--- src/rtl/key_guard_pkg.sv ---
package key_guard_pkg;

  localparam logic [31:0] KEY0_MAGIC = 32'h83E7_0B13;
  localparam logic [31:0] KEY1_MAGIC = 32'h95A4_F1E0;

  // Strobes from control to datapath
  typedef struct packed {
    logic wrKey0;
    logic wrKey1;
    logic wrScratch;
    logic wrProt;
  } guardStrobe_t;

  typedef enum logic [2:0] {
    RD_NONE,
    RD_KEY0,
    RD_KEY1,
    RD_SCRATCH,
    RD_PROT
  } rdSel_t;

endpackage

--- src/rtl/guard_ctrl.sv ---
module guard_ctrl
  import key_guard_pkg::*;
#(
  parameter int ADDR_W = 8,
  parameter int NREG = 8,
  parameter logic [ADDR_W-1:0] KEY0_ADDR = 'h6C,
  parameter logic [ADDR_W-1:0] KEY1_ADDR = 'h70,
  parameter logic [ADDR_W-1:0] SCRATCH_ADDR = 'h7C,
  localparam int IDX_W = (NREG > 1) ? $clog2(NREG) : 1
) (
  input  logic              busValid,
  input  logic              busWrite,
  input  logic [ADDR_W-1:0] busAddr,
  input  logic              unlocked,
  output guardStrobe_t      strb,
  output rdSel_t            rdSel,
  output logic [IDX_W-1:0]  regIdx,
  output logic              protWrEn
);

  localparam int PROT_BYTES = NREG * 4;

  logic isKey0, isKey1, isScratch, isProt, wrCycle;

  always_comb begin
    isKey0    = (busAddr == KEY0_ADDR);
    isKey1    = (busAddr == KEY1_ADDR);
    isScratch = (busAddr == SCRATCH_ADDR);
    isProt    = (busAddr[1:0] == 2'b00) && (int'(busAddr) < PROT_BYTES);
    wrCycle   = busValid && busWrite;
    regIdx    = busAddr[IDX_W+1:2];
  end

  always_comb begin
    strb.wrKey0    = wrCycle && isKey0;
    strb.wrKey1    = wrCycle && isKey1;
    strb.wrScratch = wrCycle && isScratch;
    strb.wrProt    = wrCycle && isProt && unlocked;
    protWrEn       = strb.wrProt;
  end

  always_comb begin
    if (isKey0)         rdSel = RD_KEY0;
    else if (isKey1)    rdSel = RD_KEY1;
    else if (isScratch) rdSel = RD_SCRATCH;
    else if (isProt)    rdSel = RD_PROT;
    else                rdSel = RD_NONE;
  end

endmodule

--- src/rtl/guard_datapath.sv ---
module guard_datapath
  import key_guard_pkg::*;
#(
  parameter int NREG = 8,
  localparam int IDX_W = (NREG > 1) ? $clog2(NREG) : 1
) (
  input  logic             clk,
  input  logic             rstN,
  input  guardStrobe_t     strb,
  input  rdSel_t           rdSel,
  input  logic [IDX_W-1:0] regIdx,
  input  logic [31:0]      busWdata,
  output logic             unlocked,
  output logic [31:0]      busRdata
);

  logic [31:0] key0, key1, scratch;
  logic [31:0] regFile [NREG];

  always_ff @(posedge clk or negedge rstN) begin
    if (!rstN) begin
      key0    <= '0;
      key1    <= '0;
      scratch <= '0;
    end else begin
      if (strb.wrKey0)    key0    <= busWdata;
      if (strb.wrKey1)    key1    <= busWdata;
      if (strb.wrScratch) scratch <= busWdata;
    end
  end

  for (genvar g = 0; g < NREG; g++) begin : gRegs
    always_ff @(posedge clk or negedge rstN) begin
      if (!rstN)
        regFile[g] <= '0;
      else if (strb.wrProt && (int'(regIdx) == g))
        regFile[g] <= busWdata;
    end
  end

  // Gate state follows the stored keys directly
  assign unlocked = (key0 == KEY0_MAGIC) && (key1 == KEY1_MAGIC);

  always_comb begin
    case (rdSel)
      RD_KEY0:    busRdata = key0;
      RD_KEY1:    busRdata = key1;
      RD_SCRATCH: busRdata = scratch;
      RD_PROT:    busRdata = regFile[regIdx];
      default:    busRdata = '0;
    endcase
  end

endmodule

--- src/rtl/key_write_guard.sv ---
module key_write_guard
  import key_guard_pkg::*;
#(
  parameter int ADDR_W = 8,
  parameter int NREG = 8,
  parameter logic [ADDR_W-1:0] KEY0_ADDR = 'h6C,
  parameter logic [ADDR_W-1:0] KEY1_ADDR = 'h70,
  parameter logic [ADDR_W-1:0] SCRATCH_ADDR = 'h7C
) (
  input  logic              clk,
  input  logic              rstN,
  input  logic              busValid,
  input  logic              busWrite,
  input  logic [ADDR_W-1:0] busAddr,
  input  logic [31:0]       busWdata,
  output logic [31:0]       busRdata,
  output logic              unlocked,
  output logic              protWrEn
);

  localparam int IDX_W = (NREG > 1) ? $clog2(NREG) : 1;

  guardStrobe_t     strb;
  rdSel_t           rdSel;
  logic [IDX_W-1:0] regIdx;

  guard_ctrl #(
    .ADDR_W(ADDR_W), .NREG(NREG), .KEY0_ADDR(KEY0_ADDR),
    .KEY1_ADDR(KEY1_ADDR), .SCRATCH_ADDR(SCRATCH_ADDR)
  ) u_ctrl (
    .busValid(busValid), .busWrite(busWrite), .busAddr(busAddr),
    .unlocked(unlocked), .strb(strb), .rdSel(rdSel), .regIdx(regIdx),
    .protWrEn(protWrEn)
  );

  guard_datapath #(.NREG(NREG)) u_dp (
    .clk(clk), .rstN(rstN), .strb(strb), .rdSel(rdSel), .regIdx(regIdx),
    .busWdata(busWdata), .unlocked(unlocked), .busRdata(busRdata)
  );

endmodule

--- config.mk ---
export PLATFORM = sky130hd
export DESIGN_NAME = key_write_guard
export DESIGN_NICKNAME = d
export VERILOG_FILES = /design/src/rtl/key_guard_pkg.sv /design/src/rtl/guard_ctrl.sv /design/src/rtl/guard_datapath.sv /design/src/rtl/key_write_guard.sv
export SDC_FILE = /design/constraint.sdc
export NUM_CORES = 1
export LEC_CHECK = 0
export BUFFER_PORTS_ARGS = -buffer_cell sky130_fd_sc_hd__buf_2
export CAP_MARGIN = 5
export CORE_MARGIN = 3
export CORE_UTILIZATION = 55
export DETAILED_ROUTE_END_ITERATION = 8
export GPL_ROUTABILITY_DRIVEN = 0
export PLACE_DENSITY = 0.7
export SYNTH_ARGS = -nofsm -noshare
export SYNTH_HDL_FRONTEND = slang
export SYNTH_HIERARCHICAL = 1
export SYNTH_SLANG_ARGS = --single-unit
--- constraint.sdc ---
create_clock -name clk -period 3.1 [get_ports clk]
set_input_delay 0.155 -clock clk [delete_from_list [all_inputs] [get_ports clk]]
set_output_delay 0.155 -clock clk [all_outputs]
set_load 0.005 [all_outputs]
==> flow_summary_export.csv, run 1 <==
group,metric,value,unit
outcome,outcome,"complete, but fails checks",
outcome,violated_checks,"negative setup slack",
placement,inst_count_dp,1600,
cts,clock-sinks,352,
power,maximum_ir_drop_on_the_vdd_rail,0.365,mV
placement,io_buffer_count,77,
logic_synthesis,synth.yosys.seq_area_share,53.0,%
finish,layout.cells.non_filler,1680,
power,p_clk_share,46.4,%
critical_path,crit_chain,"nand4b_1, nor4_4, nand4_1, nor3_2, nand3_1, nor4_2, buf_4, nand2b_4, buf_12, nor2_4, buf_12, mux2_2",
min_path,min-delay-path-class,"in -> reg",
logic_synthesis,synth-warning-count,6,
logic_synthesis,synth-adder-area-share,0,%
critical_path,timing.setup.critical_path_class,"reg -> reg",
drt,totalWireLength,45400,um
global_routing,grt_start_max_net_pins,92,
critical_path,cp_common_cell,"sky130_fd_sc_hd__buf_12",
sta,worst_slew_margin_rel,28.5,%
critical_path,cp.buffers_inverters,3,
sta,setup_viols_final,153,
critical_path,path_delay_family,"simple AND/OR/NAND/NOR gates",
sta,timing.clock.skew,0.0251,ns
drt,drc_violation_count_after_routing,0,
critical_path,critical_path_arrival,3.59,ns
logic_synthesis,synth_area_leaders,"sky130_fd_sc_hd__dfrtp_1 (53%), sky130_fd_sc_hd__mux2_2 (22%), sky130_fd_sc_hd__mux2i_1 (4.5%), sky130_fd_sc_hd__mux2_1 (3.5%), sky130_fd_sc_hd__mux2_4 (2.7%)",
logic_synthesis,synth_xor_area_share,0,%
logic_synthesis,postSynth.asyncResetShare,100,%
cts,cts_htree_levels,2,
placement,detailed_placement_hpwl,27100,um
sta,timing_hold_violations_final,0,
logic_synthesis,yosysUniqueCellTypes,42,
sta,maxSlewViolCount,0,
global_routing,globalRoute.totalOverflow,0,
logic_synthesis,ys_seq_elements,352,
die,core_region_area,29700,um^2
cts,clockBufferDepth,3,
logic_synthesis,ys.flop_type,"sky130_fd_sc_hd__dfrtp_1",
sta,grt_setup_unrepaired,"yes",
sta,timing.final.crit_period,3.20,ns
global_routing,vias_in_the_first_global_route,11103,
sta,timing.hold.ws,0.0244,ns
cts,tritoncts,"done",
logic_synthesis,synth.top_cells.by_count,"sky130_fd_sc_hd__dfrtp_1 (352), sky130_fd_sc_hd__mux2_2 (321), sky130_fd_sc_hd__mux2i_1 (75)",
critical_path,worst_setup_path_start_kind,"flip-flop",
job,timing.max_cap.violations,0,
power,power_leakage,0.00970,uW
power,power.net_switching,2150,uW
logic_synthesis,synth_simple_gate_area_share,2.74,%
logic_synthesis,cell_with_the_most_instances_after_synthesis,"sky130_fd_sc_hd__dfrtp_1",
die,die_height,180,um
finish,diodes,0,
die,floorplan.io_pins,78,
critical_path,critPathCaptureType,"flip-flop",
cts,clk_pin_slew_worst_paths,0.06,ns
logic_synthesis,synth.cell_area,16600,um^2
drt,avgRoutedWirePerCell,27.1,um
logic_synthesis,synth_area_per_inst,13.9,um^2
cts,tritoncts.num_buffers,38,
power,fraction_of_power_consumed_by_combinational_cells,5.2,%
die,floorplan.initialDensity,56.0,%
logic_synthesis,synth_top_area_share,53.0,%
global_routing,global_route.usage.total,26.8,%
drt,drt_iter0_drc,844,
sta,finalSetupTns,-6.00,ns
finish,numnets_final,1313,
sta,final.period_utilization,103,%
die,fp-row-count,63,
logic_synthesis,synth.largest_area_cell,"sky130_fd_sc_hd__dfrtp_1",
critical_path,crit_path_top_delay_cell,"sky130_fd_sc_hd__dfrtp_1",
critical_path,critPathMaxFanout,16,
power,cell_internal_pwr,7470,uW
logic_synthesis,postSynthNetCount,1242,
drt,via_count,10702,
sta,worst_slack,-0.0952,ns
drt,drt_pass1_iterations,5,
drt,vias_per_cell,6.37,
global_routing,grt_pass1_wl,67900,um
die,design.die.area,32400,um^2
power,seq_power_share,48.4,%
finish,final_layout_size_suffix_gt1_share,49.1,%
global_routing,antenna_found_initial,2,
sta,clock.fmax,313,MHz
critical_path,req_time_crit_path,3.49,ns
power,fraction_of_power_spent_switching_nets,22.3,%
logic_synthesis,number_of_synthesized_flops_with_an_enable_pin,0,
finish,synthesis_to_finish_area_growth,17.4,%
power,powerDensity,493,nW/um^2
drt,ant_nets,0,
sta,worst_tran_pin_value,1.07,ns
logic_synthesis,main_combinational_cell_family_by_area_after_synthesis,"multiplexers",
cts,clock_latency,0.53,ns
logic_synthesis,compound_gate_fraction_of_synth_area,7.55,%
die,die_x,180,um
cts,cts_root_buf,"sky130_fd_sc_hd__clkbuf_16",
critical_path,max_stage_delay,0.42,ns
logic_synthesis,postSynthCellCount,1198,
logic_synthesis,post_synth_mux_area_share,32.4,%
finish,fillerInstances,2158,
[final cells by class]
type	count	area [um^2]	share of cell area (%)
clock buffer	54	1090	5.59
clock inverter	7	114	0.583
inverter	13	48.8	0.250
multi-input combinational	705	7540	38.6
sequential	352	8810	45.1
tap	390	488	2.50
timing repair buffer	159	1430	7.33
[state kept, by name, summed over array words and instances, names as in the netlist]
name          flops
u_dp/regFile    256
u_dp/key0        32
u_dp/key1        32
u_dp/scratch     32
[power by group through the flow]
stage | registers [uW] | clock network (uW) | logic [uW]
2_1_floorplan | 4730 | 0 | 235
3_3_place_gp | 4740 | 0 | 478
3_5_place_dp | 4740 | 0 | 483
4_1_cts | 4650 | 4530 | 495
5_1_grt | 4660 | 4740 | 538
6_report | 4660 | 4460 | 501
[cell families (layout without fill, tap and decap cells)]
logic type	after synthesis	after routing
compound gates	164	164
flops	352	352
buf+inv	141	233
mux	477	477
simple gates	64	64
[per-layer routing]
| layer | global-route usage (%) | wire [um] | up-vias |
|---|---|---|---|
| li1 | - | - | 4589 |
| met1 | 39.3 | 20300 | 5660 |
| met2 | 41.9 | 21100 | 370 |
| met3 | 4.29 | 2890 | 79 |
| met4 | 7.89 | 1140 | 4 |
| met5 | 0 | 34 | - |
[path summary, 6_finish.rpt]
kind	start	endpoint	slack, ns	cells after the start
max in group asynchronous	rstN	u_dp/regFile[18]	1.97	3
worst max-delay path	u_dp/key1[19]	u_dp/regFile[198]	-0.1	12
worst min-delay path	busWdata[1]	u_dp/regFile[225]	0.02	2
worst min register to register	u_dp/regFile[26]	u_dp/regFile[26]	0.49	1
min in group asynchronous	rstN	u_dp/regFile[250]	0.27	2
worst max register to register	u_dp/key1[19]	u_dp/regFile[198]	-0.1	12
[metrics by stage]
step                area [um^2]  power [uW]  setup slack [ns]  util [%]
finish                    19500        9620           -0.0952      65.7
global route              19500        9930            -0.138      65.7
CTS                       18900        9680          -0.00899      63.8
detailed placement        17600        5220            -0.406      59.2
global placement          17600        5210            -0.392      59.2
floorplan                 16600        4960             0.365         -
[placed cells by master, fill, tap and decap left out, types with 8 or more instances in the layout]
| cell | netlist | routed |
|---|---|---|
| sky130_fd_sc_hd__mux2_1 | 51 | 17 |
| sky130_fd_sc_hd__inv_1 | 13 | 13 |
| sky130_fd_sc_hd__mux2_4 | 30 | 123 |
| sky130_fd_sc_hd__nand2_1 | 9 | 8 |
| sky130_fd_sc_hd__buf_4 | 19 | 41 |
| sky130_fd_sc_hd__clkbuf_16 | 0 | 45 |
| sky130_fd_sc_hd__dlygate4sd3_1 | 0 | 9 |
| sky130_fd_sc_hd__buf_2 | 22 | 74 |
| sky130_fd_sc_hd__o221a_2 | 21 | 21 |
| sky130_fd_sc_hd__mux2i_1 | 75 | 75 |
| sky130_fd_sc_hd__o21ai_0 | 32 | 32 |
| sky130_fd_sc_hd__a22oi_1 | 32 | 32 |
| sky130_fd_sc_hd__mux2_2 | 321 | 262 |
| sky130_fd_sc_hd__o22ai_1 | 35 | 35 |
| sky130_fd_sc_hd__clkbuf_1 | 63 | 9 |
| sky130_fd_sc_hd__o221ai_1 | 29 | 29 |
| sky130_fd_sc_hd__a221oi_1 | 11 | 11 |
| sky130_fd_sc_hd__dfrtp_1 | 352 | 352 |
| sky130_fd_sc_hd__buf_12 | 0 | 20 |
[timing repair]
item	CTS	global route
hold buffers	9	0
hold endpoints to repair	96	0
setup buffers	1	2
endpoints found under the setup margin	257	210
resized for setup	6	108
gates cloned	0	7
pin swaps	3	3
Note: power is estimated with default switching activity, not from simulation.
==> run 2: changes to the inputs <==
--- a/config.mk
+++ b/config.mk
@@ -11,7 +11,7 @@
 export CORE_UTILIZATION = 55
 export DETAILED_ROUTE_END_ITERATION = 8
 export GPL_ROUTABILITY_DRIVEN = 0
-export PLACE_DENSITY = 0.7
+export PLACE_DENSITY = 0.73
 export SYNTH_ARGS = -nofsm -noshare
 export SYNTH_HDL_FRONTEND = slang
 export SYNTH_HIERARCHICAL = 1
==> run 2 against run 1 <==
The run still ends with negative setup slack left. Critical path depth increased by 1. Non-clock buffer count is 4 higher. First-iteration DRC count down 1.4%. Worst hold slack worse by 0.0069 ns. Critical endpoint is now u_dp/regFile[211].
==> flow_summary_export.csv, run 2 (synthesized netlist as in run 1, its figures left out) <==
group,metric,value,unit
critical_path,cp.buffers_inverters,4,
critical_path,crit_chain,"nand4b_1, nor4_4, nand4_1, nor3_2, nand3_1, nor4_2, buf_4, nand2b_4, buf_12, nor2_4, buf_4, clkbuf_16, mux2_2",
sta,timing.final.crit_period,3.17,ns
critical_path,worst_setup_path_start_kind,"flip-flop",
finish,final_common_cell,"sky130_fd_sc_hd__dfrtp_1",
finish,diodes,0,
drt,drt_iter0_drc,832,
finish,synthesis_to_finish_area_growth,15.6,%
finish,largest_register_ff_count,256,
drt,via_count,10720,
sta,final.period_utilization,102,%
critical_path,req_time_crit_path,3.50,ns
critical_path,critPathMaxFanout,6,
finish,numnets_final,1317,
critical_path,path_delay_family,"simple AND/OR/NAND/NOR gates",
cts,cts_htree_levels,2,
critical_path,setup.worst_path.start,"u_dp/key1[19]",
global_routing,vias_in_the_first_global_route,11162,
sta,worst_slew_margin_rel,27.6,%
die,floorplan.io_pins,78,
critical_path,r2r-start,"u_dp/key1[19]",
outcome,outcome,"complete, but fails checks",
critical_path,max_stage_delay,0.39,ns
finish,final_cell_mix,"sky130_fd_sc_hd__dfrtp_1 (352), sky130_fd_sc_hd__mux2_2 (304), sky130_fd_sc_hd__buf_2 (75), sky130_fd_sc_hd__mux2i_1 (75), sky130_fd_sc_hd__mux2_1 (51)",
sta,worst_tran_pin_value,1.08,ns
sta,timing_hold_violations_final,0,
global_routing,globalRoute.totalOverflow,0,
placement,place_worst_setup_slack,-0.275,ns
sta,setup_viols_final,69,
global_routing,global_route.usage.total,26.6,%
sta,timing.hold.ws,0.0175,ns
sta,maxSlewViolCount,0,
cts,clock_latency,0.52,ns
sta,worst_slack,-0.0696,ns
sta,timing.clock.skew,0.0170,ns
drt,totalWireLength,44500,um
die,design.die.area,32400,um^2
power,powerDensity,495,nW/um^2
die,core_region_area,29700,um^2
die,die_x,180,um
drt,drc_violation_count_after_routing,0,
cts,cts_root_buf,"sky130_fd_sc_hd__clkbuf_16",
job,timing.max_cap.violations,0,
sta,clock.fmax,315,MHz
critical_path,cp_common_cell,"sky130_fd_sc_hd__buf_4",
critical_path,critical_path_arrival,3.57,ns
power,maximum_ir_drop_on_the_vdd_rail,0.386,mV
cts,tritoncts,"done",
cts,clock-sinks,352,
critical_path,timing.setup.critical_path_class,"reg -> reg",
critical_path,crit_path_top_delay_cell,"sky130_fd_sc_hd__dfrtp_1",
power,total_power,9510,uW
placement,detailed_placement_hpwl,27400,um
die,floorplan.initialDensity,56.0,%
drt,avgRoutedWirePerCell,26.4,um
die,die_height,180,um
drt,vias_per_cell,6.34,
cts,clk_pin_slew_worst_paths,0.06,ns
drt,ant_nets,0,
cts,tritoncts.num_buffers,38,
placement,io_buffer_count,77,
die,fp-row-count,63,
finish,registers.top_by_ff_count,"u_dp/regFile",
outcome,violated_checks,"negative setup slack",
critical_path,critPathCaptureType,"flip-flop",
min_path,min-delay-path-class,"in -> reg",
finish,final_layout_size_suffix_gt1_share,46.6,%
sta,grt_setup_unrepaired,"yes",
global_routing,grt_start_max_net_pins,112,
min_path,hp-start,"busWdata[3]",
global_routing,grt_pass1_wl,67500,um
power,power_leakage,0.00954,uW
drt,drt_pass1_iterations,6,
cts,clockBufferDepth,3,
global_routing,antenna_found_initial,2,
-- run 2: cell types whose count changed in the layout (fill, tap and decap cells not counted), sizes merged --
cell / change
buf: +9
bufinv: -2
clkbuf: +5
dlygate4sd3: -2
-- run 2: cell type report --
| cell class | instances | area [um^2] |
|---|---|---|
| fillers | 2195 | 10500 |
| clock buffers | 62 | 1140 |
| clock inverters | 5 | 53.8 |
| flip-flops and latches | 352 | 8810 |
| well taps | 390 | 488 |
| multi-input cells | 705 | 7250 |
| repair buffers | 163 | 1430 |
| inverters | 13 | 48.8 |
-- run 2: final timing paths --
path / to / slack, ns / cells past startpoint
max: u_dp/regFile[211] / -0.07 / 13
min: u_dp/regFile[67] / 0.02 / 2
max reg2reg: u_dp/regFile[211] / -0.07 / 13
min reg2reg: u_dp/regFile[250] / 0.48 / 1
max in group asynchronous: u_dp/regFile[107] / 1.90 / 3
min in group asynchronous: u_dp/regFile[254] / 0.31 / 2
-- run 2: timing repair --
action,CTS,global route
gates cloned,0,5
hold buffers,7,0
setup buffers,0,5
pin swaps,2,2
resized for setup,5,30
endpoints found under the hold margin,112,0
setup endpoints to repair,257,205
-- run 2: stage by stage --
step | cell area [um^2] | utilization, % | setup TNS (ns) | std cells
finish | 19200 | 64.7 | -1.93 | 1690
global route | 19200 | 64.7 | -10.54 | 1690
global placement | 17700 | 59.4 | -47.91 | 1606
detailed placement | 17700 | 59.4 | -51.36 | 1606
CTS | 19000 | 63.8 | 0 | 1680
floorplan | 16600 | - | 0 | 1198
-- run 2: per-layer routing --
layer	global-route usage, %	share of wire [%]	vias to the layer above
met4	6.62	2.6	4
met5	0	0.052	-
met3	4.65	6.6	88
met2	43.2	48	410
li1	-	-	4608
met1	37.7	43	5610
-- run 2: power by group --
| group | internal, uW | total, uW | switching (uW) |
|---|---|---|---|
| combinational | 158 | 493 | 335 |
| sequential | 4630 | 4660 | 26.0 |
| clock | 2590 | 4360 | 1770 |
